==> config.mk <==
export PLATFORM = sky130hd
export DESIGN_NAME = mm_timer
export DESIGN_NICKNAME = d
export VERILOG_FILES = /design/src/rtl/mm_timer.sv
export SDC_FILE = /design/constraint.sdc
export NUM_CORES = 1
export LEC_CHECK = 0
export BUFFER_PORTS_ARGS = -buffer_cell sky130_fd_sc_hd__buf_2
export CAP_MARGIN = 25
export CORE_ASPECT_RATIO = 1.5
export CORE_MARGIN = 2
export CORE_UTILIZATION = 58
export DETAILED_ROUTE_END_ITERATION = 16
export PLACE_DENSITY = 0.86
export SLEW_MARGIN = 10
export SYNTH_ARGS = -nofsm -noshare
export SYNTH_HDL_FRONTEND = slang
export SYNTH_SLANG_ARGS = --single-unit
==> constraint.sdc <==
create_clock -name clk -period 5.56 [get_ports clk]
set_input_delay 0.278 -clock clk [delete_from_list [all_inputs] [get_ports clk]]
set_output_delay 0.278 -clock clk [all_outputs]
set_load 0.05 [all_outputs]
==> src/rtl/mm_timer.sv <==
module mm_timer #(
  parameter int CW = 16
) (
  input  logic          clk,
  input  logic          rst_n,
  input  logic [3:0]    src_tick_i,
  input  logic [1:0]    src_sel_i,
  input  logic [1:0]    pre_sel_i,
  input  logic [2:0]    post_sel_i,
  input  logic [1:0]    mode_i,
  input  logic          clr_i,
  input  logic          irq_en_i,
  input  logic          per_wr_i,
  input  logic [CW-1:0] per_data_i,
  input  logic          cnt_wr_i,
  input  logic [CW-1:0] cnt_data_i,
  input  logic          wrap_ack_i,
  input  logic          match_ack_i,
  output logic [CW-1:0] count_o,
  output logic [CW-1:0] period_o,
  output logic          down_o,
  output logic          wrap_flag_o,
  output logic          match_flag_o,
  output logic          irq_o
);
  localparam logic [CW-1:0] ONE = CW'(1);
  localparam logic [CW-1:0] TOP = '1;

  logic [2:0]    pre_q, post_q, pre_lim;
  logic [CW-1:0] cnt_q, per_q, cnt_nxt;
  logic          dir_q, dir_nxt, wrap_q, match_q;
  logic          sel_en, stage1, tick, w_set, m_set, ev_ok;

  assign sel_en  = src_tick_i[src_sel_i];
  assign pre_lim = 3'((1 << pre_sel_i) - 1);
  assign stage1  = sel_en && (pre_q == pre_lim);
  assign tick    = stage1 && (post_q == post_sel_i);
  assign ev_ok   = !clr_i && !cnt_wr_i;

  always_ff @(posedge clk or negedge rst_n)
    if (!rst_n) begin
      pre_q  <= '0;
      post_q <= '0;
    end else if (clr_i) begin
      pre_q  <= '0;
      post_q <= '0;
    end else begin
      if (sel_en) pre_q  <= stage1 ? 3'd0 : pre_q + 3'd1;
      if (stage1) post_q <= tick ? 3'd0 : post_q + 3'd1;
    end

  always_comb begin
    cnt_nxt = cnt_q;
    dir_nxt = dir_q;
    w_set   = 1'b0;
    m_set   = 1'b0;
    if (tick) begin
      case (mode_i)
        2'b01:
          if (cnt_q >= per_q) begin
            cnt_nxt = '0;
            w_set   = (cnt_q == per_q);
          end else begin
            cnt_nxt = cnt_q + ONE;
            m_set   = (cnt_nxt == per_q);
          end
        2'b10: begin
          cnt_nxt = cnt_q + ONE;
          w_set   = (cnt_q == TOP);
          m_set   = (cnt_q != TOP) && (cnt_nxt == per_q);
        end
        2'b11:
          if (dir_q) begin
            if (cnt_q == '0) dir_nxt = 1'b0;
            else begin
              cnt_nxt = cnt_q - ONE;
              if (cnt_q == ONE) begin
                w_set   = 1'b1;
                dir_nxt = 1'b0;
              end
            end
          end else if (cnt_q < per_q) begin
            cnt_nxt = cnt_q + ONE;
            m_set   = (cnt_nxt == per_q);
          end else if (cnt_q != '0) begin
            cnt_nxt = cnt_q - ONE;
            dir_nxt = 1'b1;
            if (cnt_q == ONE) begin
              w_set   = 1'b1;
              dir_nxt = 1'b0;
            end
          end
        default: ;
      endcase
    end
  end

  always_ff @(posedge clk or negedge rst_n)
    if (!rst_n) begin
      cnt_q   <= '0;
      dir_q   <= 1'b0;
      per_q   <= '0;
      wrap_q  <= 1'b0;
      match_q <= 1'b0;
    end else begin
      if (clr_i) begin
        cnt_q <= '0;
        dir_q <= 1'b0;
      end else if (cnt_wr_i) begin
        cnt_q <= cnt_data_i;
      end else begin
        cnt_q <= cnt_nxt;
        dir_q <= dir_nxt;
      end
      if (per_wr_i) per_q <= per_data_i;
      wrap_q  <= (w_set && ev_ok) || (wrap_q && !wrap_ack_i);
      match_q <= (m_set && ev_ok) || (match_q && !match_ack_i);
    end

  assign count_o      = cnt_q;
  assign period_o     = per_q;
  assign down_o       = dir_q;
  assign wrap_flag_o  = wrap_q;
  assign match_flag_o = match_q;
  assign irq_o        = wrap_q & irq_en_i;


  stop_hold_chk: assert property (@(posedge clk) disable iff (!rst_n)
    (mode_i == 2'b00 && ev_ok) |=> ($stable(count_o) && $stable(down_o)));


  up_return_chk: assert property (@(posedge clk) disable iff (!rst_n)
    (tick && mode_i == 2'b01 && cnt_q >= per_q && ev_ok) |=> (count_o == '0));


  cont_wrap_chk: assert property (@(posedge clk) disable iff (!rst_n)
    (tick && mode_i == 2'b10 && cnt_q == TOP && ev_ok) |=> wrap_flag_o);


  clear_chk: assert property (@(posedge clk) disable iff (!rst_n)
    clr_i |=> (count_o == '0 && !down_o && pre_q == 3'd0 && post_q == 3'd0));


  wrap_ack_chk: assert property (@(posedge clk) disable iff (!rst_n)
    (wrap_ack_i && !(tick && mode_i != 2'b00)) |=> !wrap_flag_o);


  cnt_load_chk: assert property (@(posedge clk) disable iff (!rst_n)
    (cnt_wr_i && !clr_i) |=> (count_o == $past(cnt_data_i)));
endmodule

# == Yosys cells after proc, flatten, opt, wreduce, memory -nomap -nowiden ==
# Cells that the tools add are included.
# Widths: inputs -> output; s select.
# classes
addsub,5
order_cmp,3
eq_ne,13
shift,1
muxes,39
bitwise,1
reduce_logical,24
# ops
op,n
$mux 16,8
$pmux 16 s3,1
$eq 16x16->1,2
$mux 1,21
$mux 3,6
$add 16x1->16 const B,1
$eq 16x1->1 const B,1
$eq 16x16->1 const B,1
$ge 16x16->1,1
$logic_not 16->1,1
$lt 16x16->1,1
$ne 16x16->1 const B,1
$reduce_bool 16->1,1
$sub 16x1->16 const B,1
$logic_and 1x1->1,8
$reduce_bool 2->1,4
$add 3x1->3 const B,2
$eq 3x3->1,2
$ne 6x6->1 const B,1
$pmux 1 s3,2
$ne 5x5->1 const B,1
$reduce_bool 5->1,1
$eq 2x2->1 const B,2
$logic_not 1->1,4
other kinds (11),12
# word_totals
register_bits,41
inputBits,53

# == Longest topological paths before layout ==
# Gate-level depths: netlist (run 1).
# logic_depth
word_depth,9
mapped_depth,11

# == Worst setup path after synthesis (run 1) ==
# Ideal clock, no wire load.
# synth_timing
path_type,register to register
start,register per_q[12] (netlist: period_o[12])
end,register cnt_q[10] (netlist: count_o[10])
setup_ns,0.069
t_arrival_ns,2.741
setup_slack_ns,2.749
stages_incl_launch_ff,11
n_path_buf,1
cell_sequence,dfrtp_1 inv_1 ha_1 and4_1 nand2_1 nor2b_1 o311a_1 buf_6 mux2_4 or4_1 nand3_1
# synth_via
elab_chain_cells,7
word_cells_on_any_way,11
# synth_rtl
element,line,text
"start, declared",30,"logic [CW-1:0] cnt_q, per_q, cnt_nxt;"
"start signal, assigned",115,if (per_wr_i) per_q <= per_data_i;
$lt 16x16->1,82,end else if (cnt_q < per_q) begin
$mux 16,82,
$mux 16,73,if (dir_q) begin
$pmux 16 s3,58,case (mode_i)
$mux 16,57,if (tick) begin
$mux 16,109,end else if (cnt_wr_i) begin
$mux 16,106,if (clr_i) begin
"end signal, assigned",110,cnt_q <= cnt_data_i;
"end signal, assigned",112,cnt_q <= cnt_nxt;
"end, declared",30,
# Parallel ways exist; a longest one is shown, timed or not. The select of a mux whose other input is x is not followed.
# A chain may end at the register's enable or synchronous reset.

# == Final worst setup path (run 1) ==
# layout_timing
start,register cnt_q[12] (netlist: count_o[12])
end,register cnt_q[10] (netlist: count_o[10])
# layout_via
elab_chain_cells,7
word_cells_on_any_way,14
# layout_rtl
element,line
$lt 16x16->1,82
$mux 16,82
$mux 16,73
$pmux 16 s3,58
$mux 16,57
$mux 16,109
$mux 16,106
# Parallel ways exist; a longest one is shown, timed or not. The select of a mux whose other input is x is not followed.

==> impl_metrics.ini, run 1 <==
[synthesis]
async_flop_share_pct = 100.0
syn_inst = 411
synth_area_sq_um = 3458
yosys.cell_count.top_type = nand2_1
synth_nets = 486
yosys-top-cells-count = 44 x nand2_1, 41 x dfrtp_1, 28 x inv_1, 26 x o21ai_0, 25 x a21oi_1
yosys_warnings = 0
synth_edf_count = 0
yosysTopAreaCellShare_pct = 29.67
ys.flop_type = dfrtp_1
ys_seq_area_share_pct = 29.67
yosys-top-cells-area = dfrtp_1 30%, ha_1 8.0%, nand2_1 4.8%, mux2i_1 4.3%, xnor2_1 4.3%
synth_seq_cells = 41
synth_area_per_cell_sq_um = 8.414
yosys.area.top_type = dfrtp_1
ys_types = 58

[timing]
setup_viol = 0
drv_slew = 0
worstMarginPinSlew_ns = 0.9191
timing.fmax_mhz = 304.7
max-slew-margin-rel_pct = 38.73
hold_violations = 0
fin_worst_skew_ns = 0.006445
min_period_over_period_pct = 59.03
period_needed_ns = 3.282
tns_ns = 0
rsz0062_at_grt = false
hold-worst-slack_ns = 0.1581

[placement]
place_congestion = 0.9135
dpl.hpwl_mm = 7.613
dp_cells = 550
io_buffers = 88
placedInstanceArea_sq_um = 3875

[global_route]
grt_overflow = 0
use_met3_pct = 3.425
use_met2_pct = 56.66
met1_usage_pct = 31.45
antenna_found_initial = 0
track_usage_pct = 30.86
grt-busiest-layer = met2
grt_pass1_vias = 3440
grt_pass1_wl_mm = 15.64
grt_max_degree = 42

[clock_tree]
clk_latency_ns = 0.30
cts-resized-gates = 0
cts_tree = built
cts_buffers = 5
clock_path_buffers = 2
root_buffer = clkbuf_8
cts.sinks = 41
clkTransAtPathRegs_ns = 0.08
h-tree-depth = 2

[floorplanning]
row_count = 34
die_height_um = 98.57
io_pins = 89
die_area_sq_um = 6609
start_util_pct = 59.78
die_w_um = 67.05
fp.coreArea_sq_um = 5786

[critical_path]
cp.arrival_ns = 3.53
worstSetupPathType = register to register
startpoint_type = register
required_ns = 5.80
end_kind = register
cp_max_fo = 16

[final_layout]
drive_gt1_share_pct = 22.75
finalNetCount = 562
stdcell_area_sq_um = 3985
areaGrowthSynthToFinish_pct = 15.23
stdcell_count = 560
antenna_cells = 0

[power]
ir_drop_mv = 0.1336
comb_power_share_pct = 43.9
power.density_nw_per_um2 = 266.9
finalPower_w = 0.001064
p_int_w = 0.0005813
leakagePower_nw = 1.790
seq_power_share_pct = 37.7
p_clk_share_pct = 18.4
power_switching_w = 0.0004823
switching_share_pct = 45.34

[route]
route.detailed.drc = 0
vias_per_cell = 6.246
routed_wl_mm = 9.973
drt.antenna.violating_nets = 0
vias = 3498
drt_iter0_drc = 189
detail_route.first_pass.iterations = 4
wl_per_cell_um = 17.81

[outcome]
outcome = finished, final reports clean

[min_path]
hp-class = input pin to register

[job]
maxCapViolCount = 0
per-layer routing:
layer  vias up  share of wire (%)
li1       1655                  -
met4         0                5.8
met1      1631                 35
met3        46                5.0
met5         -                  0
met2       166                 54
kinds of logic (layout without fill, tap and decap cells):
logic type	Yosys count	in the layout	share of synthesized area, %
AO/OA/AOI/OAI	110	110	21.13
multiplexers	21	21	6.403
XOR/XNOR	26	26	6.585
adder cells (fa/ha/maj)	22	22	7.959
buffers and inverters	52	129	6.983
AND/OR/NAND/NOR	139	139	21.27
flip-flops	41	41	29.67
cell usage in the layout (no fill, tap or decap), types with 5 or more instances in the layout:
cell type   n
inv_1      28
o22ai_1     7
ha_1       22
a21oi_1    25
o31a_1      6
nand4_1     7
a22oi_1     5
o21ai_0    26
a32oi_1     5
nor2_1     15
clkbuf_8    5
nor4_1      8
mux2i_1    15
buf_2      88
and4_1      5
xor2_1      9
nand2_1    44
xnor2_1    17
mux2_2      5
nor3_1     17
nand3_1    19
dfrtp_1    41
per-stage QoR:
stage	util (%)	setup slack [ns]
finish	68.88	2.278
global placement	66.98	2.441
floorplan	-	2.749
global route	68.88	2.062
CTS	68.36	2.303
detailed placement	66.98	2.314
layout make-up:
| class | count | area, sq um |
|---|---|---|
| inverter | 28 | 105.1 |
| multi-input combinational | 318 | 2191 |
| sequential | 41 | 1026 |
| timing repair buffer | 93 | 493.0 |
| tap | 72 | 90.09 |
| fill | 506 | 1800 |
| clock buffer | 8 | 80.08 |
what timing repair did:
action,CTS,global route
hold buffers,0,1
hold endpoints to repair,0,6
setup endpoints to repair,0,0
setup buffers,0,0
flip-flops by register name, summed over array words and instances, names as in the netlist:
register      flops
match_flag_o      1
count_o          16
period_o         16
wrap_flag_o       1
down_o            1
post_q            3
pre_q             3
power groups by stage:
stage / clock network, W / registers (W) / logic, W
6_report: 0.000196 / 0.000401 / 0.000467
5_1_grt: 0.000206 / 0.000407 / 0.000507
4_1_cts: 0.000199 / 0.000398 / 0.000461
3_5_place_dp: 0 / 0.000404 / 0.000459
3_3_place_gp: 0 / 0.000402 / 0.000445
2_1_floorplan: 0 / 0.000469 / 0.000269
critical path, cell delays in order, from the launching register on:
cell      delay, ns
dfrtp_1        0.54
ha_1           0.37
and4_1         0.23
nand2_1        0.17
a211oi_2       0.27
o311a_1        0.80
mux2_4         0.36
or4_1          0.39
nand3_1        0.07
worst paths after layout:
kind                       slack (ns)  cells past startpoint         start      endpoint
min in group asynchronous        0.37                      2         rst_n   period_o[7]
max in group asynchronous        4.74                      3         rst_n   wrap_flag_o
max reg2reg                      2.28                      8   count_o[12]   count_o[10]
min                              0.16                      2    wrap_ack_i   wrap_flag_o
min reg2reg                      0.54                      2  match_flag_o  match_flag_o
max                              2.28                      8   count_o[12]   count_o[10]
Power figures use the tool's default switching activity.
==> run 2: changes to the inputs <==
- ABC_AREA: default -> 1
- CORE_UTILIZATION: 58 -> 56
- PLACE_DENSITY: 0.86 -> 0.82
- clock period: 5.56 -> 3.2 ns (I/O delays scaled with it)
==> impl_metrics.ini, run 2 <==
[floorplanning]
die_area_sq_um = 7790
start_util_pct = 57.93
die_height_um = 107.1
row_count = 37
io_pins = 89
die_w_um = 72.74
fp.coreArea_sq_um = 6852

[synthesis]
synth_area_sq_um = 3969
synth_edf_count = 0
yosysTopAreaCellShare_pct = 25.85
yosys_warnings = 0
yosys-top-cells-area = dfrtp_1 26%, nand2_1 18%, nand3_1 7.8%, nor2_1 7.3%, ha_1 6.9%
synthAdderAreaFrac_pct = 6.936
ys_types = 40
syn_inst = 613
yosys.cell_count.top_type = nand2_1
ys.flop_type = dfrtp_1
synth_nets = 688
synthSimpleGateAreaFrac_pct = 44.04
synth_compound_area_share_pct = 8.165
yosys.area.top_type = dfrtp_1
async_flop_share_pct = 100.0
synth_mux_area_share_pct = 0.2837
ys_seq_area_share_pct = 25.85
synth_area_per_cell_sq_um = 6.474
synth_top_family_by_area = simple AND/OR/NAND/NOR gates
yosys-top-cells-count = 192 x nand2_1, 77 x nor2_1, 63 x inv_1, 62 x nand3_1, 41 x dfrtp_1
synth_seq_cells = 41
synthXorXnorAreaFrac_pct = 4.981

[placement]
dpl.hpwl_mm = 8.983
io_buffers = 88
place_congestion = 0.9599
placedInstanceArea_sq_um = 4405

[route]
vias_per_cell = 5.589
detail_route.first_pass.iterations = 5
vias = 4320
drt.antenna.violating_nets = 0
drt_iter0_drc = 304
routed_wl_mm = 11.72
wl_per_cell_um = 15.16
route.detailed.drc = 0

[critical_path]
crit_end = count_o[15]
required_ns = 3.45
worstSetupPathType = register to register
critPathLaunch = count_o[9]
cp_max_fo = 10
worstRegToRegCells = 12
startpoint_type = register
max_stage_delay_ns = 0.63
regToRegStartpoint = count_o[9]
cpMaxStageDelayCell = dfrtp_1
end_kind = register
reg2reg_slack_ns = 0.61
cp.arrival_ns = 2.84
crit_top_cell = nand2_1
path_cells = ha_1 -> nand2_1 -> nand2_1 -> nand3_1 -> nand2_1 -> a21oi_2 -> nand3_1 -> a21oi_2 -> nand3_1 -> nand2_1 -> nand2_1 -> nand2_1
r2r_end = count_o[15]

[min_path]
hp-start = wrap_ack_i
hp-class = input pin to register

[timing]
tns_ns = 0
rsz0062_at_grt = false
timing.fmax_mhz = 386.5
hold_violations = 0
fin_worst_skew_ns = 0.01024
min_period_over_period_pct = 80.86
period_needed_ns = 2.587
hold-worst-slack_ns = 0.01986
setup_viol = 0
drv_slew = 0
worstMarginPinSlew_ns = 0.7122
max-slew-margin-rel_pct = 52.47

[clock_tree]
cts.sinks = 41
cts_buffers = 5
cts_tree = built
post_cts_buffers = 0
h-tree-depth = 2
holdBufCountCts = 0
clkTransAtPathRegs_ns = 0.09
root_buffer = clkbuf_8
clk_latency_ns = 0.32
clock_path_buffers = 2
cts-resized-gates = 0

[global_route]
grt-busiest-layer = met2
grt_overflow = 0
grt_max_degree = 42
met1_usage_pct = 35.93
antenna_found_initial = 0
use_met3_pct = 3.947
track_usage_pct = 31.35
grt_pass1_wl_mm = 18.89
grt_pass1_vias = 4095
use_met2_pct = 55.58

[final_layout]
drive_gt1_share_pct = 21.15
nFillCells = 667
layout_common_cells = 192 x nand2_1, 88 x buf_2, 77 x nor2_1
areaGrowthSynthToFinish_pct = 13.93
finalNetCount = 770
stdcell_area_sq_um = 4522
final_common_cell = nand2_1
antenna_cells = 0
utilization_pct = 66.00

[job]
maxCapViolCount = 0

[power]
power.density_nw_per_um2 = 434.1
ir_drop_mv = 0.2811
finalPower_w = 0.001963
leakagePower_nw = 2.541

[outcome]
outcome = finished, final reports clean
[run 2: how the worst min path moves through the flow]
stage | endpoint | cells after the start
global route | wrap_flag_o | 2
floorplan | count_o[0] | 0
CTS | period_o[5] | 1
global placement | wrap_flag_o | 2
finish | wrap_flag_o | 2
detailed placement | wrap_flag_o | 2
[run 2: per-layer routing]
| layer | wire length [um] | up-vias |
|---|---|---|
| met2 | 6029 | 194 |
| met3 | 747 | 32 |
| met4 | 461 | 0 |
| li1 | - | 2114 |
| met1 | 4478 | 1980 |
| met5 | 0 | - |
[run 2: kinds of logic (layout without fill, tap and decap cells)]
family | Yosys count | count (layout)
simple gates | 385 | 385
buf+inv | 88 | 170
xor+xnor | 21 | 21
fa+ha+maj | 22 | 22
mux | 1 | 1
flops | 41 | 41
compound gates | 55 | 55
[run 2: cell type report]
class                      instances  area, sq um  share of cell area [%]
clock buffer                       7        86.33                   1.909
inverter                          70        262.8                   5.811
multi-input combinational        484         2556                   56.53
sequential                        41         1026                   22.69
tap                               78        97.59                   2.158
timing repair buffer              93        493.0                   10.90
[run 2: critical path, delay by kind of cell (launching register included)]
family / cells / cell delay [ns]
adder cells (fa/ha/maj): 1 / 0.33
AO/OA/AOI/OAI: 2 / 0.75
flip-flops: 1 / 0.63
AND/OR/NAND/NOR: 9 / 0.80
[run 2: per-stage QoR]
stage,setup slack (ns),cells
floorplan,0.9009,613
global placement,0.7519,764
detailed placement,0.6983,764
CTS,0.6524,771
global route,0.3714,773
finish,0.6126,773
[run 2: where the power goes]
| part | internal, W | leakage [nW] | switching (W) | total [W] |
|---|---|---|---|---|
| registers | 0.000572 | 0.520 | 0.0000895 | 0.000662 |
| logic | 0.000277 | 1.98 | 0.000653 | 0.000930 |
| clock network | 0.000172 | 0.0443 | 0.000200 | 0.000371 |
==> run 3: changes to the inputs <==
- ABC_AREA: 1 -> 0
- CORE_UTILIZATION: 56 -> 54
- PLACE_DENSITY: 0.82 -> 0.81
- clock period: 3.2 -> 2.55 ns (I/O delays scaled with it)
==> impl_metrics.ini, run 3 (synthesis gave the netlist of run 1 again) <==
[outcome]
outcome = complete, but fails checks
violations = negative setup slack

[clock_tree]
cts.sinks = 41
root_buffer = clkbuf_8
clkTransAtPathRegs_ns = 0.09
clock_path_buffers = 2
h-tree-depth = 2
cts_buffers = 5
clk_latency_ns = 0.30
cts_tree = built

[min_path]
hold_depth = 2
hp-class = input pin to register

[power]
finalPower_w = 0.002762
ir_drop_mv = 0.4509
power.density_nw_per_um2 = 592.0
leakagePower_nw = 2.057

[timing]
fin_worst_skew_ns = 0.01081
setup_viol = 2
worstMarginPinSlew_ns = 0.5062
drv_slew = 0
hold_violations = 0
setup_ws_ns = -0.004575
timing.fmax_mhz = 391.5
max-slew-margin-rel_pct = 66.25
period_needed_ns = 2.555
rsz0062_at_grt = true
min_period_over_period_pct = 100.2

[final_layout]
final_common_cell = buf_2
multi_input_area_sq_um = 2417
regArea_sq_um = 1060
nFillCells = 439
finalNetCount = 608
antenna_cells = 0
areaGrowthSynthToFinish_pct = 34.91
drive_gt1_share_pct = 41.76
layout_common_cells = 88 x buf_2, 45 x buf_4, 42 x nand2_1
utilization_pct = 75.56

[global_route]
grt_max_degree = 42
track_usage_pct = 30.61
grt_pass1_wl_mm = 17.46
antenna_found_initial = 0
grt_overflow = 0
grt_pass1_vias = 3776

[critical_path]
worstSetupPathType = register to register
cp_max_fo = 8
worstRegToRegCells = 10
end_kind = register
cp_num_buf_inv = 2
required_ns = 2.75
max_stage_delay_ns = 0.42
path_cells = inv_2 -> ha_4 -> a21oi_4 -> o21ai_2 -> a211o_1 -> o311a_4 -> buf_12 -> mux2i_1 -> a21o_1 -> a221o_1
cp.arrival_ns = 2.75
startpoint_type = register
crit_cells = 10
cpMaxStageDelayCell = dfrtp_2
path_delay_family = compound AO/OA/AOI/OAI gates

[route]
vias_per_cell = 6.211
route.detailed.drc = 0
detail_route.first_pass.iterations = 5
routed_wl_mm = 10.91
wl_per_cell_um = 17.95
drt.antenna.violating_nets = 0
drt_iter0_drc = 241
vias = 3776

[placement]
io_buffers = 88
place_congestion = 0.9009
dpl.hpwl_mm = 7.842

[floorplanning]
fp.coreArea_sq_um = 6175
start_util_pct = 56.01
io_pins = 89
row_count = 35
die_height_um = 102.0
die_area_sq_um = 7073
die_w_um = 69.34

[job]
maxCapViolCount = 0
-- run 3: cell count changes in the layout (fill, tap and decap cells not counted), sizes merged, moves of 15 or more --
cell   change
nand2    -160
nor2      -77
buf       +46
nand3     -46
inv       -41
mux2i     +15
-- run 3: metrics by stage --
stage                     instances  setup WS [ns]  hold WS (ns)  instance area [sq um]  setup TNS [ns]
after floorplan                 411       -0.05078       -0.1681                   3552        -0.07809
after global placement          589       -0.02449        0.3240                   4283        -0.06525
after detailed placement        589       -0.07078        0.3323                   4283         -0.4014
after CTS                       600       0.008613      0.004787                   4489               0
after global routing            608       -0.08500      0.006233                   4666         -0.6062
final                           608      -0.004575      0.007899                   4666       -0.008921
-- run 3: report_power, final --
part	switching, W	internal (W)	leakage, nW
Clock	0.000256	0.000319	0.0574
Combinational	0.000863	0.000539	1.51
Sequential	0.0000623	0.000724	0.494
-- run 3: worst paths after layout --
kind,from,to,slack (ns)
worst max-delay path,period_o[11],count_o[3],-0.005
worst min-delay path,wrap_ack_i,wrap_flag_o,0.008
worst max register to register,period_o[11],count_o[3],-0.005
worst min register to register,match_flag_o,match_flag_o,0.54
max in group asynchronous,rst_n,period_o[13],1.82
min in group asynchronous,rst_n,period_o[6],0.24
-- run 3: timing repair --
action / 4_1_cts / 5_1_grt
resized for setup: 12 / 21
pin swaps: 5 / 13
buffers inserted: 3 / 6
setup endpoints to repair: 11 / 16
hold buffers: 0 / 1
hold endpoints to repair: 0 / 10
-- run 3: cell type report --
class	count	share of cell area, %
Clock buffer	6	1.770
Clock inverter	2	0.8045
Inverter	28	2.253
Multi-Input combinational cell	318	51.81
Sequential cell	41	22.71
Tap cell	74	1.984
Timing Repair Buffer	139	18.66
-- run 3: metal layers --
| metal | vias up | track usage [%] | part of all wire (%) |
|---|---|---|---|
| met1 | 1818 | 34.35 | 36 |
| li1 | 1750 | - | - |
| met4 | 0 | 13.88 | 3.5 |
| met2 | 172 | 58.14 | 54 |
| met5 | - | 0 | 0 |
| met3 | 36 | 3.254 | 5.5 |
